## src/rtl/nor_flash_pkg.sv

```systemverilog
package nor_flash_pkg;
  typedef enum logic [2:0] {
    DEC_READ, DEC_UNLK1, DEC_UNLK2, DEC_PROG, DEC_ERS3, DEC_ERS4, DEC_ERS5
  } dec_state_e;

  typedef enum logic [1:0] {OP_IDLE, OP_PROG, OP_ERASE, OP_ERR} op_state_e;

  localparam logic [7:0] CMD_UNLK_A = 8'hAA;
  localparam logic [7:0] CMD_UNLK_B = 8'h55;
  localparam logic [7:0] CMD_PROG   = 8'hA0;
  localparam logic [7:0] CMD_ERASE  = 8'h80;
  localparam logic [7:0] CMD_CHIP   = 8'h10;
  localparam logic [7:0] CMD_SECT   = 8'h30;
  localparam logic [7:0] CMD_RESET  = 8'hF0;
  localparam logic [10:0] ADR_UNLK_A = 11'h555;
  localparam logic [10:0] ADR_UNLK_B = 11'h2AA;
endpackage

```

## src/rtl/nor_flash_array.sv

```systemverilog
module nor_flash_array #(
  parameter int MEM_AW = 7
) (
  input  logic              clk_i,
  input  logic              we_i,
  input  logic [MEM_AW-1:0] waddr_i,
  input  logic [7:0]        wdata_i,
  input  logic [MEM_AW-1:0] raddr_i,
  output logic [7:0]        rdata_o
);
  localparam int DEPTH = 2 ** MEM_AW;

  // non-volatile: contents survive reset
  logic [7:0] mem_q [DEPTH];

  always_ff @(posedge clk_i) begin
    if (we_i) mem_q[waddr_i] <= wdata_i;
  end

  assign rdata_o = mem_q[raddr_i];
endmodule

```

## src/rtl/nor_flash_decoder.sv

```systemverilog
module nor_flash_decoder
  import nor_flash_pkg::*;
#(
  parameter int ADDR_W = 11
) (
  input  logic              clk_i,
  input  logic              rst_ni,
  input  logic              wr_i,
  input  logic [ADDR_W-1:0] addr_i,
  input  logic [7:0]        data_i,
  output logic              prog_go_o,
  output logic              chip_go_o,
  output logic              sect_go_o,
  output dec_state_e        state_o
);
  localparam logic [ADDR_W-1:0] ADR_A = ADDR_W'(ADR_UNLK_A);
  localparam logic [ADDR_W-1:0] ADR_B = ADDR_W'(ADR_UNLK_B);

  dec_state_e state_q, state_d;
  logic at_a, hit_a, hit_b;

  assign at_a  = (addr_i == ADR_A);
  assign hit_a = at_a && (data_i == CMD_UNLK_A);
  assign hit_b = (addr_i == ADR_B) && (data_i == CMD_UNLK_B);

  always_comb begin
    state_d   = state_q;
    prog_go_o = 1'b0;
    chip_go_o = 1'b0;
    sect_go_o = 1'b0;
    if (wr_i) begin
      case (state_q)
        DEC_READ:  state_d = hit_a ? DEC_UNLK1 : DEC_READ;
        DEC_UNLK1: state_d = hit_b ? DEC_UNLK2 : DEC_READ;
        DEC_UNLK2: begin
          if (at_a && data_i == CMD_PROG)       state_d = DEC_PROG;
          else if (at_a && data_i == CMD_ERASE) state_d = DEC_ERS3;
          else                                  state_d = DEC_READ;
        end
        DEC_PROG: begin
          prog_go_o = 1'b1;
          state_d   = DEC_READ;
        end
        DEC_ERS3: state_d = hit_a ? DEC_ERS4 : DEC_READ;
        DEC_ERS4: state_d = hit_b ? DEC_ERS5 : DEC_READ;
        DEC_ERS5: begin
          chip_go_o = at_a && (data_i == CMD_CHIP);
          sect_go_o = (data_i == CMD_SECT);
          state_d   = DEC_READ;
        end
        default: state_d = DEC_READ;
      endcase
    end
  end

  always_ff @(posedge clk_i or negedge rst_ni) begin
    if (!rst_ni) state_q <= DEC_READ;
    else         state_q <= state_d;
  end

  assign state_o = state_q;
endmodule

```

## src/rtl/nor_flash_engine.sv

```systemverilog
module nor_flash_engine
  import nor_flash_pkg::*;
#(
  parameter int MEM_AW   = 7,
  parameter int SECT_W   = 2,
  parameter int PROG_CYC = 8,
  localparam int NSECT   = 2 ** SECT_W
) (
  input  logic              clk_i,
  input  logic              rst_ni,
  input  logic              prog_go_i,
  input  logic              chip_go_i,
  input  logic              sect_go_i,
  input  logic [MEM_AW-1:0] go_addr_i,
  input  logic [7:0]        go_data_i,
  input  logic [NSECT-1:0]  protect_i,
  input  logic              clr_err_i,
  input  logic [7:0]        rd_data_i,
  output logic              mem_we_o,
  output logic [MEM_AW-1:0] mem_waddr_o,
  output logic [7:0]        mem_wdata_o,
  output logic [MEM_AW-1:0] tgt_addr_o,
  output logic              tgt_bit7_o,
  output op_state_e         state_o
);
  localparam int SB_W      = MEM_AW - SECT_W;
  localparam int ERASE_CYC = 2 ** (SB_W + 1);
  localparam int CNT_MAX   = (ERASE_CYC > PROG_CYC) ? ERASE_CYC : PROG_CYC;
  localparam int CNT_W     = $clog2(CNT_MAX);

  op_state_e         state_q;
  logic [CNT_W-1:0]  cnt_q;
  logic [MEM_AW-1:0] tgt_addr_q;
  logic [7:0]        tgt_data_q;
  logic [NSECT-1:0]  mask_q, next_mask, start_mask;
  logic [SECT_W-1:0] cur_sect;
  logic              prog_last, erase_last;

  assign start_mask = chip_go_i ? ~protect_i
                    : ((NSECT'(1) << go_addr_i[MEM_AW-1 -: SECT_W]) & ~protect_i);

  // lowest pending sector first
  always_comb begin
    cur_sect = '0;
    for (int i = NSECT - 1; i >= 0; i--) begin
      if (mask_q[i]) cur_sect = SECT_W'(i);
    end
  end
  assign next_mask = mask_q & ~(NSECT'(1) << cur_sect);

  assign prog_last  = (state_q == OP_PROG)  && (cnt_q == CNT_W'(PROG_CYC - 1));
  assign erase_last = (state_q == OP_ERASE) && (cnt_q == CNT_W'(ERASE_CYC - 1));

  always_comb begin
    mem_we_o    = 1'b0;
    mem_waddr_o = tgt_addr_q;
    mem_wdata_o = rd_data_i & tgt_data_q;
    if (prog_last) begin
      mem_we_o = 1'b1;
    end else if (state_q == OP_ERASE) begin
      mem_we_o    = 1'b1;
      mem_waddr_o = {cur_sect, cnt_q[SB_W-1:0]};
      mem_wdata_o = cnt_q[SB_W] ? 8'hFF : 8'h00;
    end
  end

  always_ff @(posedge clk_i or negedge rst_ni) begin
    if (!rst_ni) begin
      state_q    <= OP_IDLE;
      cnt_q      <= '0;
      tgt_addr_q <= '0;
      tgt_data_q <= 8'hFF;
      mask_q     <= '0;
    end else begin
      case (state_q)
        OP_IDLE: begin
          cnt_q <= '0;
          if (prog_go_i) begin
            tgt_addr_q <= go_addr_i;
            tgt_data_q <= go_data_i;
            state_q    <= OP_PROG;
          end else if ((chip_go_i || sect_go_i) && start_mask != '0) begin
            mask_q     <= start_mask;
            tgt_data_q <= 8'hFF;
            state_q    <= OP_ERASE;
          end
        end
        OP_PROG: begin
          if (prog_last)
            state_q <= ((tgt_data_q & ~rd_data_i) != 8'h00) ? OP_ERR : OP_IDLE;
          else
            cnt_q <= cnt_q + 1'b1;
        end
        OP_ERASE: begin
          cnt_q <= cnt_q + 1'b1;
          if (erase_last) begin
            cnt_q  <= '0;
            mask_q <= next_mask;
            if (next_mask == '0) state_q <= OP_IDLE;
          end
        end
        OP_ERR: if (clr_err_i) state_q <= OP_IDLE;
        default: state_q <= OP_IDLE;
      endcase
    end
  end

  assign tgt_addr_o = tgt_addr_q;
  assign tgt_bit7_o = tgt_data_q[7];
  assign state_o    = state_q;
endmodule

```

## src/rtl/nor_flash_cmd.sv

```systemverilog
module nor_flash_cmd
  import nor_flash_pkg::*;
#(
  parameter int ADDR_W   = 11,
  parameter int MEM_AW   = 7,
  parameter int SECT_W   = 2,
  parameter int PROG_CYC = 8,
  localparam int NSECT   = 2 ** SECT_W
) (
  input  logic              clk_i,
  input  logic              rst_ni,
  input  logic [ADDR_W-1:0] addr_i,
  input  logic [7:0]        data_i,
  output logic [7:0]        data_o,
  input  logic              ce_ni,
  input  logic              we_ni,
  input  logic              oe_ni,
  input  logic [NSECT-1:0]  protect_i
);
  logic wr, rd, op_busy, op_err, dec_idle, tog_q;
  logic prog_go, chip_go, sect_go, mem_we, tgt_bit7;
  logic [MEM_AW-1:0] mem_waddr, mem_raddr, tgt_addr;
  logic [7:0] mem_wdata, mem_rdata;
  dec_state_e dec_state;
  op_state_e  op_state;

  assign wr       = !ce_ni && !we_ni;
  assign rd       = !ce_ni && !oe_ni;
  assign op_busy  = (op_state != OP_IDLE);
  assign op_err   = (op_state == OP_ERR);
  assign dec_idle = (dec_state == DEC_READ);

  nor_flash_decoder #(.ADDR_W(ADDR_W)) u_dec (
    .clk_i, .rst_ni,
    .wr_i      (wr && !op_busy),
    .addr_i,
    .data_i,
    .prog_go_o (prog_go),
    .chip_go_o (chip_go),
    .sect_go_o (sect_go),
    .state_o   (dec_state)
  );

  nor_flash_engine #(.MEM_AW(MEM_AW), .SECT_W(SECT_W), .PROG_CYC(PROG_CYC)) u_eng (
    .clk_i, .rst_ni,
    .prog_go_i   (prog_go),
    .chip_go_i   (chip_go),
    .sect_go_i   (sect_go),
    .go_addr_i   (addr_i[MEM_AW-1:0]),
    .go_data_i   (data_i),
    .protect_i,
    .clr_err_i   (wr && op_err && data_i == CMD_RESET),
    .rd_data_i   (mem_rdata),
    .mem_we_o    (mem_we),
    .mem_waddr_o (mem_waddr),
    .mem_wdata_o (mem_wdata),
    .tgt_addr_o  (tgt_addr),
    .tgt_bit7_o  (tgt_bit7),
    .state_o     (op_state)
  );

  assign mem_raddr = op_busy ? tgt_addr : addr_i[MEM_AW-1:0];

  nor_flash_array #(.MEM_AW(MEM_AW)) u_arr (
    .clk_i,
    .we_i    (mem_we),
    .waddr_i (mem_waddr),
    .wdata_i (mem_wdata),
    .raddr_i (mem_raddr),
    .rdata_o (mem_rdata)
  );

  always_ff @(posedge clk_i or negedge rst_ni) begin
    if (!rst_ni)            tog_q <= 1'b0;
    else if (rd && op_busy) tog_q <= ~tog_q;
  end

  always_comb begin
    if (!rd)         data_o = 8'h00;
    else if (op_busy) data_o = {~tgt_bit7, tog_q, op_err, 5'b00000};
    else             data_o = mem_rdata;
  end
endmodule

```

## config.mk

```make
export PLATFORM = sky130hd
export DESIGN_NAME = nor_flash_cmd
export DESIGN_NICKNAME = d
export VERILOG_FILES = /design/src/rtl/nor_flash_pkg.sv /design/src/rtl/nor_flash_array.sv /design/src/rtl/nor_flash_decoder.sv /design/src/rtl/nor_flash_engine.sv /design/src/rtl/nor_flash_cmd.sv
export SDC_FILE = /design/constraint.sdc
export NUM_CORES = 1
export LEC_CHECK = 0
export BUFFER_PORTS_ARGS = -buffer_cell sky130_fd_sc_hd__buf_4
export CORE_MARGIN = 1.5
export CORE_UTILIZATION = 40
export DETAILED_ROUTE_END_ITERATION = 10
export RECOVER_POWER = 25
export SLEW_MARGIN = 10
export SYNTH_ARGS = -nofsm -noshare
export SYNTH_HDL_FRONTEND = slang
export SYNTH_SLANG_ARGS = --single-unit
```

## constraint.sdc

```tcl
create_clock -name clk_i -period 20.4 [get_ports clk_i]
set_input_delay 4.08 -clock clk_i [delete_from_list [all_inputs] [get_ports clk_i]]
set_output_delay 4.08 -clock clk_i [all_outputs]
set_load 0.05 [all_outputs]
```

Word level (Yosys, flattened, before mapping):

Memory sizes are Yosys's and may differ from the RTL's.
Cells that the tools add are included.

* $add $sub $neg: 1
* equal/unequal tests: 28
* shifts and indexed selects: 2
* multiplexer cells: 47
* bitwise gates (word level): 9
* reductions and logical operators: 33

Operator list (count)
* $mux 8: 7
* $eq 8x8->1 const B: 4
* $mux 2: 12
* $mux 7: 3
* $pmux 6 s3: 1
* $and 8x8->8: 2
* $mux 4: 4
* $pmux 3 s5: 1
* $logic_and 1x1->1: 14
* $mux 3: 4
* $mux 6: 2
* $eq 11x10->1 const B: 1
* $eq 11x11->1 const B: 1
* $mux 1: 11
* $eq 3x3->1 const B: 3
* $and 4x4->4: 2
* $eq 8x5->1 const B: 1
* $eq 8x6->1 const B: 1
* $eq 8x7->1 const B: 1
* $ne 2x1->1 const B: 4
* $not 4->4: 2
* $not 8->8: 1
* $pmux 2 s4: 1
* $pmux 4 s2: 1
* other kinds (23): 36

* register bits: 31
* memory bits (writable): 1024
* output and inout port bits: 8
* logic and storage cells: 128
* memories: 1

Memories
* u_arr.mem_q: depth 128, bits a word 8, rd ports 1, clocked after memory_dff 0, write ports 1, line nor_flash_array.sv:14 `logic [7:0] mem_q [DEPTH];`

Logic depth before layout (Yosys ltp):

* depth after elaboration: 11
* depth in mapped cells: 17
* depth with buffers taken out: 12

By module:

Synthesis repeated with hierarchy kept, for this count alone.

* cell total of the unflattened synthesis: 1883
* area, all modules: 41810.1 um2

Modules (own cells, without submodules)
* nor_flash_array: times used 1, cells an instance 1627, area an instance 39505.4 um2, seq. area each 30749.5 um2
* nor_flash_engine: times used 1, cells an instance 186, area an instance 1714.1 um2, seq. area each 685.7 um2
* nor_flash_decoder: times used 1, cells an instance 40, area an instance 339.1 um2, seq. area each 75.1 um2
* nor_flash_cmd: times used 1, cells an instance 30, area an instance 251.5 um2, seq. area each 25.0 um2

Worst setup path before layout:

No wires, ideal clock.

* path type: input-to-reg
* start point: in addr_i[0]
* end point: mem u_arr.mem_q[0][3], data pin
* library setup time: 1.223 ns
* data arrival time: 11.019 ns
* data required time: 19.177 ns
* path slack: 8.158 ns
* stages on the path: 12
* path buffers: 4
* cell sequence: buf_6 -> mux2i_2 -> buf_4 -> buf_6 -> buf_2 -> a21oi_1 -> nor3_1 -> nor4_1 -> or3_1 -> nand2_1 -> nand2_1 -> o31ai_1

* word-level cells in the longest chain between the ends: 5

Ends and longest elaborated chain
* start: declaration: line nor_flash_cmd.sv:12 `input logic [ADDR_W-1:0] addr_i,`
* $mux 7 (*): line nor_flash_cmd.sv:62 `assign mem_raddr = op_busy ? tgt_addr : addr_i[MEM_AW-1:0];`
* $mem_v2 128x8 (*)
* $and 8x8->8 (*): line nor_flash_engine.sv:57 `mem_wdata_o = rd_data_i & tgt_data_q;`
* $mux 8: line nor_flash_engine.sv:60 `end else if (state_q == OP_ERASE) begin`
* $mux 8 (*): line nor_flash_engine.sv:58 `if (prog_last) begin`
* via mem_wdata[3]: line nor_flash_cmd.sv:23 `logic [7:0] mem_wdata, mem_rdata;`
* end: declaration: line nor_flash_array.sv:14

The timed path passes the listed nets; every way through them passes the cells marked *.

Worst setup path in the final report:

* start point: in addr_i[1]
* end point: out data_o[2]

* word-level cells in the longest chain between the ends: 4

Ends and longest elaborated chain
* $mux 7: line nor_flash_cmd.sv:62
* $mem_v2 128x8
* $mux 8: line nor_flash_cmd.sv:80 `else if (op_busy) data_o = {~tgt_bit7, tog_q, op_err, 5'b00000};`
* $mux 8: line nor_flash_cmd.sv:79 `if (!rd) data_o = 8'h00;`
* end: declaration: line nor_flash_cmd.sv:14 `output logic [7:0] data_o,`

Every way passes these cells.

==> results by group <==
Status
  • Status: finished, violations left
  • Failing checks: max-capacitance violations, max-slew violations

Placement
  • Dpl cells: 4739
  • Port bufs: 35
  • Dpl hpwl: 84640 µm
  • Place WS: 7.629 ns
  • Placer Congestion: 0.9501

Yosys
  • Main flop type after synthesis: edfxtp_1
  • Register area share after synthesis: 0.7027
  • Post-Synthesis Cell Area: 44880 µm²
  • Synthesis-stage register bit count: 1055
  • Avg Cell Area, Syn: 13.37 µm²
  • Fraction of registers with async set/reset: 0.02938
  • Synthesis warning total: 0
  • Ranking of synthesized cells by area: edfxtp_1 69%, nand2_1 4.8%, mux2i_1 3.2%
  • Count leader, synth: edfxtp_1
  • Library cells used by synthesis: 90
  • Gate count after technology mapping: 3357
  • Area share of the largest cell type after synthesis: 0.6852
  • Post-synth top cells: 1024 x edfxtp_1, 579 x nand2_1, 290 x nor2_1
  • EDFF count, synth: 1024
  • Cell accounting for the most synthesized area: edfxtp_1
  • Syn Nets: 3391

STA
  • Hold Fails Final Rpt: 0
  • Final setup vio count: 0
  • Final min period: 13.19 ns
  • Unrepaired setup endpoints after global routing: no
  • Slew Viols, Final: 48
  • Clk_skew: 0.04047 ns
  • Fin crit share: 0.6468
  • Peak Freq: 0.07579 GHz
  • Setup TNS: 0 ns
  • Tightest Pin Transition: 2.278 ns
  • Relative slew slack: -0.5344
  • Worst setup margin: 7.205 ns

Layout
  • Post-Layout Cell Count: 4944
  • Fin util: 0.4497
  • Area growth syn-to-layout: 11.20%
  • Seq. cell area: 31540 µm²
  • Fin nets: 3394
  • Filler instances: 9826
  • Combined area of the multi-input logic cells: 12230 µm²
  • Share of layout cells above drive strength 1: 0.09815

Route
  • Initial DRC Count: 4247
  • Remaining DRCs: 0
  • Total wire length: 140200 µm
  • Antenna Nets Post-Route: 0
  • Routed len/inst: 28.36 µm
  • Via density: 6.047
  • Vias: 29.90k
  • Drt pass-1 iters: 8

Worst setup path
  • Reg2Reg Setup Slack: 12.71 ns
  • Most used cell, CP: buf_4
  • CP Class: primary input to output pin
  • Critical Path Fanout Max: 91
  • Startpoint types: primary input
  • Crit. End Element: output pin
  • Worst path slowest cell: nor4_1
  • Worst path max stage delay: 1.07 ns
  • Worst reg2reg endpoint: u_arr.mem_q[39][4]
  • Worst r2r src: u_eng.state_o[0]
  • Reg2reg path depth: 15
  • Crit-path cells: buf_4 > buf_4 > mux2i_4 > buf_4 > buf_12 > o211ai_1 > a221oi_1 > nor4_1 > a22oi_1 > a211oi_1 > a21oi_1 > and3_1 > buf_4
  • Worst Path Required: 16.32 ns
  • Crit path arrival time: 9.11 ns

CTS
  • Clock Path Buffers: 3
  • Post-CTS sizing: 0
  • Total CTS buffers: 107
  • Clk_lat worst skew: 0.71 ns
  • Hold_buf cts: 0
  • Post-CTS Setup Repair Bufs: 0
  • Clock Sinks: 1055
  • CTS tree: built
  • Clock-pin slew on the worst setup and hold paths: 0.06 ns
  • H-tree depth: 3
  • Root Buffer: clkbuf_16

Floorplanning
  • Die height: 338.0 µm
  • Core Footprint: 111000 µm²
  • Die W: 338.0 µm
  • Die ar.: 114200 µm²
  • I/O pin count: 36
  • # rows: 122
  • Initial Util: 0.4044

Power and ir drop
  • Peak supply drop: 0.06626 mV
  • Leakage: 17.32 nW
  • Pwr dens: 88.90 nW/µm²
  • Tot Pwr: 4.437 mW

Hold path
  • Worst Hold Class: flip-flop to flip-flop
  • Hold_sp: tog_q
  • Hold EP: tog_q
  • Hold Path Depth: 1

GRT
  • Remaining global-route overflow: 0
  • Global-route usage over all layers: 0.2436
  • Initial antenna violation count: 3
  • First-pass GRT wire length: 200600 µm
  • Vias in the first global route: 28.04k
  • Largest net degree at the start of global routing: 136

Flow run
  • Max_cap viols: 4
==> where the power goes <==
group / switching, mW / internal [mW]
Sequential: 0.000288 / 2.34
Clock: 0.837 / 1.06
Combinational: 0.143 / 0.0533
Total: 0.981 / 3.46
==> stage by stage <==
step                      hold slack, ns  instance area [µm²]
after floorplan                   0.4410                44880
after global placement            0.4528                46550
after detailed placement          0.4696                46550
after CTS                         0.4781                49930
after global routing              0.4974                49900
final                             0.4806                49910
==> registers in the layout, indices dropped and copies added, names as in the netlist <==
name,flops
u_eng.tgt_addr_o,7
u_arr.mem_q,1024
u_eng.state_o,2
u_eng.tgt_data_q,8
u_eng.mask_q,4
tog_q,1
u_dec.state_o,3
u_eng.cnt_q,6
==> worst max-delay path, delay by kind of cell <==
family	cells	cell delay (ns)
AOI/OAI and AO/OA	5	1.89
buffers and inverters	5	1.54
muxes	1	0.11
and+or+nand+nor	2	1.33
==> cell usage in the layout, fill, tap and decap left out, types with 23 or more instances in the layout <==
cell type     n
clkbuf_1     38
clkinv_2     23
nor2_1      287
nand3_1     106
nand2_1     573
nor4_1       28
a211oi_1     30
edfxtp_1   1024
o21ai_0     102
a21oi_1     145
buf_4        96
mux2i_1     141
a221oi_1     24
o21bai_1     37
nor3_1       41
o22ai_1      95
a311oi_1     33
a22oi_1      57
clkbuf_16   108
o211ai_1     44
==> per-layer routing <==
layer	vias up	global-route usage	part of all wire	wire length (µm)
met5	-	0	0	0
met4	0	0.1118	0.050	6968
met3	360	0.04880	0.11	15150
met2	1807	0.3722	0.45	62640
met1	14870	0.3354	0.40	55430
li1	12860	-	-	-
==> cells by family (layout without fill, tap and decap cells) <==
group | after synthesis | after routing | share of synthesized area
other cells | 0 | 2 | 0
simple gates | 1171 | 1171 | 0.1131
compound gates | 726 | 726 | 0.1089
flops | 1055 | 1055 | 0.7027
mux | 172 | 172 | 0.04430
fa+ha+maj | 7 | 7 | 0.001896
xor+xnor | 1 | 1 | 0.0001952
buf+inv | 225 | 322 | 0.02891
==> layout make-up <==
class                      count  share of cell area
antenna                        2           0.0001003
clock buffer                 140             0.05696
clock inverter                63             0.01086
inverter                      10           0.0007521
multi-input combinational   2077              0.2451
sequential                  1055              0.6320
tap                         1488             0.03731
timing repair buffer         109             0.01687
==> worst max path at each step <==
| stage | startpoint | endpoint | slack [ns] |
|---|---|---|---|
| after CTS | addr_i[1] | data_o[2] | 7.61 |
| final | addr_i[1] | data_o[2] | 7.21 |
| after global placement | addr_i[1] | data_o[2] | 7.62 |
| after global routing | addr_i[1] | data_o[2] | 7.41 |
| after detailed placement | addr_i[1] | data_o[2] | 7.63 |
| after floorplan | addr_i[0] | u_arr.mem_q[0][3] | 8.16 |
No activity file was read; power rests on OpenSTA's default activity.
